**src/rtl/hrd_pkg.sv**
```systemverilog
package hrd_pkg;
  localparam int DATA_W = 16;
  localparam int ADDR_W = 4;
  localparam int FIELD_LSB = 7;
  localparam int START_BIT = 1;

  typedef enum logic [ADDR_W-1:0] {
    RA_CTRL = 4'd0,
    RA_STAT = 4'd1,
    RA_ERR  = 4'd2,
    RA_CMD1 = 4'd3,
    RA_CMD2 = 4'd4,
    RA_RSP1 = 4'd5,
    RA_RSP2 = 4'd6
  } reg_addr_e;
endpackage

```
**src/rtl/hrd_addr_merge.sv**
```systemverilog
module hrd_addr_merge #(
  parameter int AW = 4
) (
  input  logic [AW-1:0] pin_addr,
  input  logic [AW-1:0] field_addr,
  output logic [AW-1:0] eff_addr
);
  for (genvar n = 0; n < AW; n++) begin : g_bit
    assign eff_addr[n] = pin_addr[n] | field_addr[n];
  end

  always_comb begin
    for (int k = 0; k < AW; k++)
      if (field_addr[k]) a_r1_field_sets_bit: assert (eff_addr[k]);
  end
endmodule

```
**src/rtl/hrd_ctrl_reg.sv**
```systemverilog
module hrd_ctrl_reg #(
  parameter int DW = 16,
  parameter int SBIT = 1
) (
  input  logic          clk,
  input  logic          rst_n,
  input  logic          stb,
  input  logic          rw,
  input  logic          hit,
  input  logic [DW-1:0] wdata,
  output logic [DW-1:0] ctrl,
  output logic          start_pulse
);
  logic stb_q;
  logic wr_fire;

  assign wr_fire = stb & ~stb_q & ~rw & hit;

  always_ff @(posedge clk or negedge rst_n) begin
    if (!rst_n) begin
      stb_q       <= 1'b0;
      ctrl        <= '0;
      start_pulse <= 1'b0;
    end else begin
      stb_q       <= stb;
      start_pulse <= wr_fire & wdata[SBIT] & ~ctrl[SBIT];
      if (wr_fire) ctrl <= wdata;
    end
  end

  a_r5_hold_without_write: assert property (@(posedge clk) disable iff (!rst_n)
    !(stb && !stb_q && !rw && hit) |=> $stable(ctrl));
  a_r6_start_only_by_write: assert property (@(posedge clk) disable iff (!rst_n)
    !$stable(ctrl[SBIT]) |-> $past(stb && !rw));
  a_r6_pulse_on_rise: assert property (@(posedge clk) disable iff (!rst_n)
    start_pulse |-> (ctrl[SBIT] && !$past(ctrl[SBIT])));
  a_r4_single_write_per_strobe: assert property (@(posedge clk) disable iff (!rst_n)
    (stb && stb_q) |=> $stable(ctrl));
endmodule

```
**src/rtl/hrd_read_mux.sv**
```systemverilog
module hrd_read_mux
  import hrd_pkg::*;
#(
  parameter int DW = 16,
  parameter int AW = 4
) (
  input  logic          rd_en,
  input  logic [AW-1:0] addr,
  input  logic [DW-1:0] ctrl,
  input  logic [DW-1:0] stat,
  input  logic [DW-1:0] err,
  input  logic [DW-1:0] cmd1,
  input  logic [DW-1:0] cmd2,
  input  logic [DW-1:0] rsp1,
  input  logic [DW-1:0] rsp2,
  output logic [DW-1:0] rdata
);
  logic [DW-1:0] sel;

  always_comb begin
    unique case (addr)
      RA_CTRL: sel = ctrl;
      RA_STAT: sel = stat;
      RA_ERR:  sel = err;
      RA_CMD1: sel = cmd1;
      RA_CMD2: sel = cmd2;
      RA_RSP1: sel = rsp1;
      RA_RSP2: sel = rsp2;
      default: sel = '0;
    endcase
  end

  assign rdata = rd_en ? sel : '0;

  always_comb begin
    if (!rd_en) a_r3_idle_zero: assert (rdata == '0);
  end
endmodule

```
**src/rtl/hrd_host_regs.sv**
```systemverilog
module hrd_host_regs
  import hrd_pkg::*;
(
  input  logic              clk,
  input  logic              rst_n,
  input  logic [ADDR_W-1:0] host_addr,
  input  logic              host_rw,
  input  logic              host_stb,
  input  logic [DATA_W-1:0] host_wdata,
  output logic [DATA_W-1:0] host_rdata,
  input  logic [DATA_W-1:0] stat_in,
  input  logic [DATA_W-1:0] err_in,
  input  logic [DATA_W-1:0] cmd1_in,
  input  logic [DATA_W-1:0] cmd2_in,
  input  logic [DATA_W-1:0] rsp1_in,
  input  logic [DATA_W-1:0] rsp2_in,
  output logic [DATA_W-1:0] ctrl_out,
  output logic              start_pulse
);
  localparam int FIELD_MSB = FIELD_LSB + ADDR_W - 1;

  logic [ADDR_W-1:0] eff_addr;
  logic              ctrl_hit;

  hrd_addr_merge #(.AW(ADDR_W)) u_merge (
    .pin_addr  (host_addr),
    .field_addr(ctrl_out[FIELD_MSB:FIELD_LSB]),
    .eff_addr  (eff_addr)
  );

  assign ctrl_hit = (eff_addr == RA_CTRL);

  hrd_ctrl_reg #(.DW(DATA_W), .SBIT(START_BIT)) u_ctrl (
    .clk        (clk),
    .rst_n      (rst_n),
    .stb        (host_stb),
    .rw         (host_rw),
    .hit        (ctrl_hit),
    .wdata      (host_wdata),
    .ctrl       (ctrl_out),
    .start_pulse(start_pulse)
  );

  hrd_read_mux #(.DW(DATA_W), .AW(ADDR_W)) u_mux (
    .rd_en(host_stb & host_rw),
    .addr (eff_addr),
    .ctrl (ctrl_out),
    .stat (stat_in),
    .err  (err_in),
    .cmd1 (cmd1_in),
    .cmd2 (cmd2_in),
    .rsp1 (rsp1_in),
    .rsp2 (rsp2_in),
    .rdata(host_rdata)
  );

  a_r8_field_blocks_ctrl: assert property (@(posedge clk) disable iff (!rst_n)
    (ctrl_out[FIELD_MSB:FIELD_LSB] != '0) |=> $stable(ctrl_out));
endmodule

```
**config.mk**
```make
export PLATFORM = sky130hd
export DESIGN_NAME = hrd_host_regs
export DESIGN_NICKNAME = d
export VERILOG_FILES = /design/src/rtl/hrd_pkg.sv /design/src/rtl/hrd_addr_merge.sv /design/src/rtl/hrd_ctrl_reg.sv /design/src/rtl/hrd_read_mux.sv /design/src/rtl/hrd_host_regs.sv
export SDC_FILE = /design/constraint.sdc
export NUM_CORES = 1
export LEC_CHECK = 0
export ABC_CLOCK_PERIOD_IN_PS = 4100
export BUFFER_PORTS_ARGS = -buffer_cell sky130_fd_sc_hd__clkbuf_2
export CELL_PAD_IN_SITES_DETAIL_PLACEMENT = 2
export CELL_PAD_IN_SITES_GLOBAL_PLACEMENT = 2
export CORE_ASPECT_RATIO = 1.1
export CORE_MARGIN = 10
export CORE_UTILIZATION = 21
export CTS_CLUSTER_SIZE = 30
export DETAILED_ROUTE_END_ITERATION = 8
export GPL_ROUTABILITY_DRIVEN = 0
export PLACE_DENSITY_LB_ADDON = 0.1
export SLEW_MARGIN = 25
export SYNTH_ARGS = -nofsm -noshare
export SYNTH_HDL_FRONTEND = slang
export SYNTH_SLANG_ARGS = --single-unit
```
**constraint.sdc**
```tcl
create_clock -name clk -period 4.1 [get_ports clk]
set_input_delay 0.41 -clock clk [delete_from_list [all_inputs] [get_ports clk]]
set_output_delay 0.41 -clock clk [all_outputs]
set_load 0.01 [all_outputs]
```
==> flow_metrics.env, run 1 <==
export IMPL_outcome="finished, final reports clean"
export IMPL_startpoint="u_ctrl.ctrl[9]$_DFFE_PN0N_"
export IMPL_clock_latency_ns=0.26
export IMPL_cp_slowest_stage_delay_ns=0.54
export IMPL_clock_sinks=18
export IMPL_core_area_um2=8410
export IMPL_syn_area_um2=1810
export IMPL_cp_required_ns=3.69
export IMPL_yosysMostFrequentCell="and3_1"
export IMPL_drt_wl_total_mm=9.78
export IMPL_clockBufferDepth=2
export IMPL_cts_root_buf="clkbuf_8"
export IMPL_grt_ovfl_total=0
export IMPL_end_kind="output port"
export IMPL_synth_cell_types=33
export IMPL_leakagePower_uw=0.00151
export IMPL_crit_type="flop to output port"
export IMPL_initialDrtViolationCount=70
export IMPL_reg2reg_from="u_ctrl.ctrl[7]$_DFFE_PN0N_"
export IMPL_cts_tree="yes"
export IMPL_ys_seq_area_share_pct=24.9
export IMPL_ys_top_cells_by_area="dfrtp_1, and3_1, mux2_2, o21ai_0, mux2i_1"
export IMPL_synthCells=210
export IMPL_initial_core_util_pct=21.5
export IMPL_worstMarginPinSlew_ns=0.849
export IMPL_skew_ns=0.00337
export IMPL_pre_cts_slack_ns=1.34
export IMPL_maxSlewHeadroom_pct=43.3
export IMPL_top_level_ports=153
export IMPL_multi_input_area_um2=1260
export IMPL_areaGrowthSynthToFinish_pct=48.2
export IMPL_fill_cells=1068
export IMPL_grt_pass1_wl_mm=15.1
export IMPL_route_detailed_drc=0
export IMPL_synth_seq_cells=18
export IMPL_hold_violations=0
export IMPL_wire_per_inst_um=21.2
export IMPL_syn_avg_cell_area_um2=8.62
export IMPL_via_per_inst=4.97
export IMPL_final_antenna_net_count=0
export IMPL_place_inst=457
export IMPL_grt_max_degree=34
export IMPL_path_max_fanout=31
export IMPL_arrival_ns=2.54
export IMPL_finalNetCount=471
export IMPL_vias=2293
export IMPL_ff_latch_area_um2=450
export IMPL_startpoint_type="flop"
export IMPL_yosysWarnings=0
export IMPL_maxCapViolations=0
export IMPL_chipWidth_um=109
export IMPL_setup_viol=0
export IMPL_cp_slowest_cell="or2_2"
export IMPL_path_buf_inv=1
export IMPL_cpMostUsedCell="nand3_1"
export IMPL_final_period_utilization_pct=71.9
export IMPL_post_cts_buffers=0
export IMPL_h_tree_depth=1
export IMPL_cp_depth=5
export IMPL_regToRegSetupSlack_ns=1.80
export IMPL_synthFlopType="dfrtp_1"
export IMPL_ys_async_sr_fraction_pct=100
export IMPL_rsz0062_at_grt="false"
export IMPL_hold_class="input port to async pin"
export IMPL_yosys_area_top_type="dfrtp_1"
export IMPL_fmax_ghz=0.339
export IMPL_rows=35
export IMPL_drive_above_1_share_pct=54.3
export IMPL_tns_ns=0
export IMPL_cp_top_family="simple AND/OR/NAND/NOR gates"
export IMPL_diodes=0
export IMPL_hold_buffers=0
export IMPL_fin_ws_ns=1.15
export IMPL_antenna_found_initial=0
export IMPL_finalCriticalPeriod_ns=2.95
export IMPL_reg2reg_to="u_ctrl.ctrl[14]$_DFFE_PN0N_"
export IMPL_crit_chain="or2_2 -> nand3_1 -> nand3_1 -> a311oi_1 -> clkbuf_2"
export IMPL_instances_no_fill=461
export IMPL_die_h_um=117
export IMPL_netlist_top_cells_count="and3_1, o21ai_0, dfrtp_1, clkbuf_1, mux2_2"
export IMPL_dp_hpwl_mm=8.25
export IMPL_yosysTopAreaCellShare_pct=24.9
export IMPL_r2r_cells=4
export IMPL_slew_viol_final=0
export IMPL_die_area_um2=12700
export IMPL_power_density_nw_per_um2=248
export IMPL_portBuffers=152
export IMPL_synth_nets=330
export IMPL_numCtsBuffers=3
export IMPL_path_clk_slew_ns=0.07
export IMPL_grt_pass1_vias=2645
export IMPL_synth_edff_count=0
export IMPL_ir_drop_mv=0.193
export IMPL_gr_usage_all_layers_pct=14.7
export IMPL_firstDrtPassIters=4
export IMPL_cts_resized_gates=0
export IMPL_crit_end="host_rdata[9]"
## metrics by stage
| step | hold WS, ns | util [%] | total power (uW) | area [um2] |
|---|---|---|---|---|
| CTS | 0.102 | 31.9 | 679 | 2680 |
| global placement | 0.384 | 31.3 | 521 | 2630 |
| global route | 0.115 | 31.9 | 718 | 2680 |
| floorplan | 0.114 | - | 386 | 1810 |
| finish | 0.0875 | 31.9 | 666 | 2680 |
| detailed placement | 0.387 | 31.3 | 527 | 2630 |
## worst min path at each step
stage / startpoint / depth (start not counted) / slack [ns] / endpoint
final: rst_n / 1 / 0.09 / u_ctrl.ctrl[13]$_DFFE_PN0N_
after CTS: rst_n / 1 / 0.10 / u_ctrl.ctrl[13]$_DFFE_PN0N_
after floorplan: rst_n / 0 / 0.11 / u_ctrl.ctrl[0]$_DFFE_PN0N_
after global routing: rst_n / 1 / 0.11 / u_ctrl.ctrl[13]$_DFFE_PN0N_
after detailed placement: rst_n / 1 / 0.39 / u_ctrl.ctrl[8]$_DFFE_PN0N_
after global placement: rst_n / 1 / 0.38 / u_ctrl.ctrl[8]$_DFFE_PN0N_
## power breakdown
group | switching (uW) | total, uW | internal, uW
Combinational | 153 | 293 | 141
Sequential | 26.1 | 227 | 200
Clock | 60.9 | 146 | 85.4
Total | 240 | 666 | 427
## cells in the final DEF, fill, tap and decap left out
cell,synthesis,final
a211o_1,1,1
a21o_1,6,6
a21oi_1,3,3
a221oi_1,4,4
a22oi_1,2,2
a2bb2oi_1,9,9
a311oi_1,1,1
a31oi_1,13,13
and2_1,1,1
and3_1,41,41
and3_4,1,1
and3b_1,1,1
buf_4,0,3
clkbuf_2,0,152
clkbuf_8,0,4
dfrtp_1,18,18
mux2_2,14,14
mux2_4,5,5
mux2i_1,11,11
mux4_2,1,1
nand2_1,5,5
nand3_1,11,11
nor2_1,6,6
nor2_2,3,2
nor2_4,0,1
nor3_1,2,2
nor4_2,1,1
o2111a_1,1,1
o21ai_0,23,23
o32ai_1,1,1
or2_2,4,4
or3b_2,2,2
## kinds of logic after synthesis
family	after synthesis	share of synthesized area [%]
flops	18	24.9
compound gates	64	23.4
buf+inv	19	6.01
simple gates	78	25.6
mux	31	20.2
## registers in the layout, summed over array words and instances (netlist names)
register	count
u_ctrl.ctrl	16
u_ctrl.start_pulse	1
u_ctrl.stb_q	1
## final cells by class
class	instances	area share, %
Timing Repair Buffer	155	29.2
Sequential cell	18	16.8
Multi-Input combinational cell	173	46.8
Clock buffer	4	2.05
Tap cell	111	5.17
## metal layers
metal | wire length [um] | track usage [%]
met1 | 4020 | 17.9
met3 | 981 | 4.82
met2 | 4730 | 24.7
met4 | 59 | 2.48
met5 | 0 | 0
Power figures use the tool's default switching activity.
==> inputs of run 2 (changes only) <==
- ABC_CLOCK_PERIOD_IN_PS: 4100 -> 2400
- CORE_UTILIZATION: 21 -> 17
- clock period: 4.1 -> 2.4 ns (I/O delays scaled with it)
==> run 2 against run 1 <==
Compared with the run above: combinational power rose by 90%; worst setup slack got worse by 1.0 ns; total power is 97% higher; register-to-register slack got worse by 1.3 ns; wire length is 9.3% higher; sequential power increased by 74%; sequential share of layout area fell by 1.4 points; critical endpoint unchanged; critical path depth is 1 higher; hold slack better by 0.056 ns.
==> flow_metrics.env, run 2 (same netlist as run 1, synthesis figures left out) <==
export IMPL_cp_slowest_stage_delay_ns=0.42
export IMPL_drive_above_1_share_pct=57.1
export IMPL_route_detailed_drc=0
export IMPL_finalCriticalPeriod_ns=2.26
export IMPL_numCtsBuffers=3
export IMPL_vias=2346
export IMPL_outcome="finished, final reports clean"
export IMPL_largest_register="u_ctrl.ctrl"
export IMPL_startpoint_type="flop"
export IMPL_comb_power_share_pct=42.4
export IMPL_power_share_clock_pct=27.6
export IMPL_largestRegisters="u_ctrl.ctrl x16, u_ctrl.start_pulse x1, u_ctrl.stb_q x1"
export IMPL_tns_ns=0
export IMPL_stdcell_area_um2=2920
export IMPL_place_area_um2=2770
export IMPL_post_route_util_pct=28.1
export IMPL_crit_chain="or2_2 -> nand3_1 -> nand3_1 -> buf_4 -> a311oi_1 -> clkbuf_2"
export IMPL_final_period_utilization_pct=94.1
export IMPL_clock_latency_ns=0.24
export IMPL_via_per_inst=4.59
export IMPL_final_antenna_net_count=0
export IMPL_rsz0062_at_grt="true"
export IMPL_areaGrowthSynthToFinish_pct=61.2
export IMPL_p_sw_share_pct=33.4
export IMPL_maxSlewHeadroom_pct=68.9
export IMPL_wire_per_inst_um=20.9
export IMPL_cpMostUsedCell="nand3_1"
export IMPL_fin_hold_ws_ns=0.143
export IMPL_path_max_fanout=13
export IMPL_finalNetCount=489
export IMPL_multi_input_area_um2=1280
export IMPL_end_kind="output port"
export IMPL_slew_viol_final=0
export IMPL_grt_max_degree=24
export IMPL_hold_path_startpoint="host_stb"
export IMPL_final_cell_mix="clkbuf_2, and3_1, o21ai_0, buf_4, dfrtp_1"
export IMPL_die_area_um2=15200
export IMPL_path_clk_slew_ns=0.05
export IMPL_diodes=0
export IMPL_gr_usage_all_layers_pct=13.5
export IMPL_fill_cells=1221
export IMPL_cp_required_ns=2.16
export IMPL_rows=39
export IMPL_leakagePower_uw=0.00162
export IMPL_grt_ovfl_total=0
export IMPL_grt_pass1_wl_mm=16.2
export IMPL_drt_wl_total_mm=10.7
export IMPL_grt_pass1_vias=2638
export IMPL_ff_latch_area_um2=450
export IMPL_worstMarginPinSlew_ns=0.467
export IMPL_top_level_ports=153
export IMPL_core_area_um2=10400
export IMPL_startpoint="u_ctrl.ctrl[9]$_DFFE_PN0N_"
export IMPL_maxCapViolations=0
export IMPL_die_h_um=128
export IMPL_power_uw=1310
export IMPL_h_tree_depth=1
export IMPL_antenna_found_initial=0
export IMPL_crit_type="flop to output port"
export IMPL_clockBufferDepth=2
export IMPL_skew_ns=0.00119
export IMPL_reg2reg_from="u_ctrl.ctrl[8]$_DFFE_PN0N_"
export IMPL_intPower_uw=875
export IMPL_final_common_cell="clkbuf_2"
export IMPL_hold_violations=0
export IMPL_dp_hpwl_mm=9.10
export IMPL_largest_reg_flops=16
export IMPL_arrival_ns=2.02
export IMPL_clock_sinks=18
export IMPL_cts_root_buf="clkbuf_16"
export IMPL_hold_class="input port to flop"
export IMPL_setup_viol=0
export IMPL_firstDrtPassIters=4
export IMPL_power_density_nw_per_um2=450
export IMPL_chipWidth_um=118
export IMPL_seqPwrFrac_pct=30.0
export IMPL_fmax_ghz=0.443
export IMPL_portBuffers=152
export IMPL_initial_core_util_pct=17.4
export IMPL_cts_tree="yes"
export IMPL_cp_slowest_cell="dfrtp_1"
export IMPL_ir_drop_mv=0.281
export IMPL_switchingPower_uw=439
export IMPL_initialDrtViolationCount=68
==> run 2: cell types whose count changed in the layout (fill, tap and decap cells not counted), sizes merged <==
cell,delta
buf,+17
dlygate4sd3,+1
==> run 2: power groups by stage <==
stage          combinational [uW]  sequential (uW)  clock [uW]
5_1_grt                       619              403         388
6_report                      557              395         363
3_3_place_gp                  547              401           0
2_1_floorplan                 261              398           0
4_1_cts                       551              395         374
3_5_place_dp                  548              400           0
==> run 2: layout make-up <==
| class | count | area share (%) |
|---|---|---|
| Timing Repair Buffer | 173 | 31.5 |
| Tap cell | 143 | 6.13 |
| Sequential cell | 18 | 15.4 |
| Clock buffer | 4 | 3.04 |
| Multi-Input combinational cell | 173 | 43.8 |
==> run 2: repair_timing <==
item | in CTS | in global routing
setup buffers | 0 | 4
endpoints found under the hold margin | 18 | 0
hold buffers | 1 | 0
gates resized for setup | 0 | 6
endpoints found under the setup margin | 0 | 13
==> run 2: metal layers <==
metal,track usage (%),up-vias,part of all wire [%]
met5,0,-,0
met4,1.51,0,0.36
met3,3.52,2,6.7
met2,23.2,84,48
met1,17.2,1134,45
li1,-,1126,-
==> run 2: stage by stage <==
step                      instances  setup slack (ns)
after detailed placement        502             0.273
after global routing            511          -0.00538
after global placement          502             0.338
after CTS                       507           0.00374
final                           511             0.142
after floorplan                 210             0.527
==> run 2: critical path, delay by kind of cell (launching register included) <==
kind,cells,cell delay (ns)
AO/OA/AOI/OAI,1,0.22
flip-flops,1,0.42
buffers and inverters,2,0.42
AND/OR/NAND/NOR,3,0.71
==> run 2: path summary, 6_finish.rpt <==
kind / endpoint / slack [ns] / cells after the start
worst max-delay path: host_rdata[9] / 0.14 / 6
worst min-delay path: u_ctrl.stb_q$_DFF_PN0_ / 0.14 / 1
worst max register to register: u_ctrl.ctrl[12]$_DFFE_PN0N_ / 0.55 / 4
worst min register to register: u_ctrl.ctrl[13]$_DFFE_PN0N_ / 0.55 / 1
max in group asynchronous: u_ctrl.ctrl[2]$_DFFE_PN0N_ / 1.60 / 2
min in group asynchronous: u_ctrl.ctrl[13]$_DFFE_PN0N_ / 0.47 / 2
==> inputs of run 3 (changes only) <==
- ABC_CLOCK_PERIOD_IN_PS: 2400 -> 2430
- CORE_UTILIZATION: 17 -> 19
- clock period: 2.4 -> 2.43 ns (I/O delays scaled with it)
==> run 3 against run 2 <==
Compared with the run above: cell area decreased by 3.8%; hold slack better by 0.0038 ns; critical path depth did not move; global-route usage increased by 0.25 points; combinational power fell by 4.5%; worst setup slack improved by 0.015 ns; critical path type unchanged; cell count decreased by 6.8%; flip-flop and latch count unchanged; non-clock buffer count shrank 9.
==> flow_metrics.env, run 3 (same netlist as run 1, synthesis figures left out) <==
export IMPL_fill_cells=1134
export IMPL_vias=2297
export IMPL_portBuffers=152
export IMPL_skew_ns=0.00673
export IMPL_initialDrtViolationCount=54
export IMPL_switchingPower_uw=417
export IMPL_chipWidth_um=113
export IMPL_worstMarginPinSlew_ns=0.464
export IMPL_hold_class="input port to flop"
export IMPL_grt_ovfl_total=0
export IMPL_maxCapViolations=0
export IMPL_fmax_ghz=0.440
export IMPL_slew_viol_final=0
export IMPL_top_level_ports=153
export IMPL_rows=37
export IMPL_clock_sinks=18
export IMPL_tns_ns=0
export IMPL_drt_wl_total_mm=10.2
export IMPL_largest_register="u_ctrl.ctrl"
export IMPL_power_uw=1160
export IMPL_initial_core_util_pct=19.4
export IMPL_outcome="finished, final reports clean"
export IMPL_route_detailed_drc=0
export IMPL_p_sw_share_pct=35.9
export IMPL_startpoint_type="flop"
export IMPL_leakagePower_uw=0.00156
export IMPL_crit_type="flop to output port"
export IMPL_intPower_uw=744
export IMPL_cp_required_ns=2.19
export IMPL_grt_pass1_wl_mm=15.3
export IMPL_arrival_ns=2.03
export IMPL_clockBufferDepth=2
export IMPL_finalNetCount=480
export IMPL_power_share_clock_pct=20.9
export IMPL_die_h_um=122
export IMPL_dp_hpwl_mm=8.38
export IMPL_grt_max_degree=40
export IMPL_firstDrtPassIters=4
export IMPL_power_density_nw_per_um2=414
export IMPL_final_antenna_net_count=0
export IMPL_clock_latency_ns=0.25
export IMPL_die_area_um2=13800
export IMPL_hold_violations=0
export IMPL_gr_usage_all_layers_pct=13.8
export IMPL_end_kind="output port"
export IMPL_rsz0062_at_grt="false"
export IMPL_areaGrowthSynthToFinish_pct=55.1
export IMPL_maxSlewHeadroom_pct=69.0
export IMPL_diodes=0
export IMPL_grt_pass1_vias=2647
export IMPL_cts_root_buf="clkbuf_8"
export IMPL_path_max_fanout=13
export IMPL_finalCriticalPeriod_ns=2.27
export IMPL_cts_tree="yes"
export IMPL_core_area_um2=9350
export IMPL_via_per_inst=4.83
export IMPL_drive_above_1_share_pct=56.8
export IMPL_path_clk_slew_ns=0.07
export IMPL_comb_power_share_pct=45.8
export IMPL_seqPwrFrac_pct=33.3
export IMPL_antenna_found_initial=0
export IMPL_setup_viol=0
export IMPL_h_tree_depth=1
export IMPL_final_period_utilization_pct=93.5
export IMPL_final_cell_mix="clkbuf_2, and3_1, o21ai_0, dfrtp_1, mux2_2"
export IMPL_ir_drop_mv=0.350
export IMPL_largestRegisters="u_ctrl.ctrl x16, u_ctrl.start_pulse x1, u_ctrl.stb_q x1"
export IMPL_largest_reg_flops=16
export IMPL_numCtsBuffers=3
export IMPL_wire_per_inst_um=21.4
export IMPL_post_cts_buffers=0
export IMPL_final_common_cell="clkbuf_2"
run 3: worst paths after layout:
path	startpoint	endpoint	slack, ns	cells after the start
max	u_ctrl.ctrl[9]$_DFFE_PN0N_	host_rdata[9]	0.16	6
min	host_stb	u_ctrl.stb_q$_DFF_PN0_	0.15	1
max reg2reg	u_ctrl.ctrl[8]$_DFFE_PN0N_	u_ctrl.ctrl[0]$_DFFE_PN0N_	0.45	5
min reg2reg	u_ctrl.ctrl[6]$_DFFE_PN0N_	u_ctrl.ctrl[6]$_DFFE_PN0N_	0.56	1
max in group asynchronous	rst_n	u_ctrl.ctrl[8]$_DFFE_PN0N_	1.62	2
min in group asynchronous	rst_n	u_ctrl.start_pulse$_DFF_PN0_	0.47	2
run 3: stage by stage:
step / instances / hold WS (ns) / setup WS (ns) / area, um2 / util (%)
after CTS: 476 / 0.133 / 0.0610 / 2770 / 29.7
after floorplan: 210 / -0.0526 / 0.554 / 1810 / -
after global placement: 471 / 0.212 / 0.383 / 2710 / 29.0
after global routing: 476 / 0.125 / 0.0197 / 2810 / 30.0
final: 476 / 0.147 / 0.158 / 2810 / 30.0
after detailed placement: 471 / 0.222 / 0.356 / 2710 / 29.0
run 3: critical path, stage by stage, from the launching register on:
cell	delay, ns
dfrtp_1	0.43
or2_2	0.42
nand3_1	0.14
nand3_1	0.14
buf_4	0.23
a311oi_1	0.22
clkbuf_2	0.19
run 3: what timing repair did:
item,4_1_cts,5_1_grt
gates resized for setup,0,7
setup endpoints to repair,0,11
hold endpoints to repair,18,0
hold buffers,1,0
run 3: power groups by stage:
stage | Combinational, uW | Clock [uW] | Sequential [uW]
6_report | 532 | 243 | 386
3_3_place_gp | 529 | 0 | 389
2_1_floorplan | 258 | 0 | 393
3_5_place_dp | 531 | 0 | 390
5_1_grt | 588 | 272 | 394
4_1_cts | 535 | 254 | 385
run 3: cell type report:
| cell class | count | area, um2 | share of cell area [%] |
|---|---|---|---|
| sequential | 18 | 452 | 16.1 |
| timing repair buffer | 164 | 866 | 30.8 |
| multi-input combinational | 173 | 1290 | 45.9 |
| tap | 117 | 146 | 5.21 |
| clock buffer | 4 | 55.1 | 1.96 |
run 3: routing by layer:
| metal | vias to the layer above | wire (um) | track usage, % |
|---|---|---|---|
| met2 | 84 | 4800 | 23.2 |
| li1 | 1108 | - | - |
| met4 | 0 | 75 | 2.86 |
| met3 | 4 | 736 | 3.76 |
| met5 | - | 0 | 0 |
| met1 | 1101 | 4570 | 17.3 |
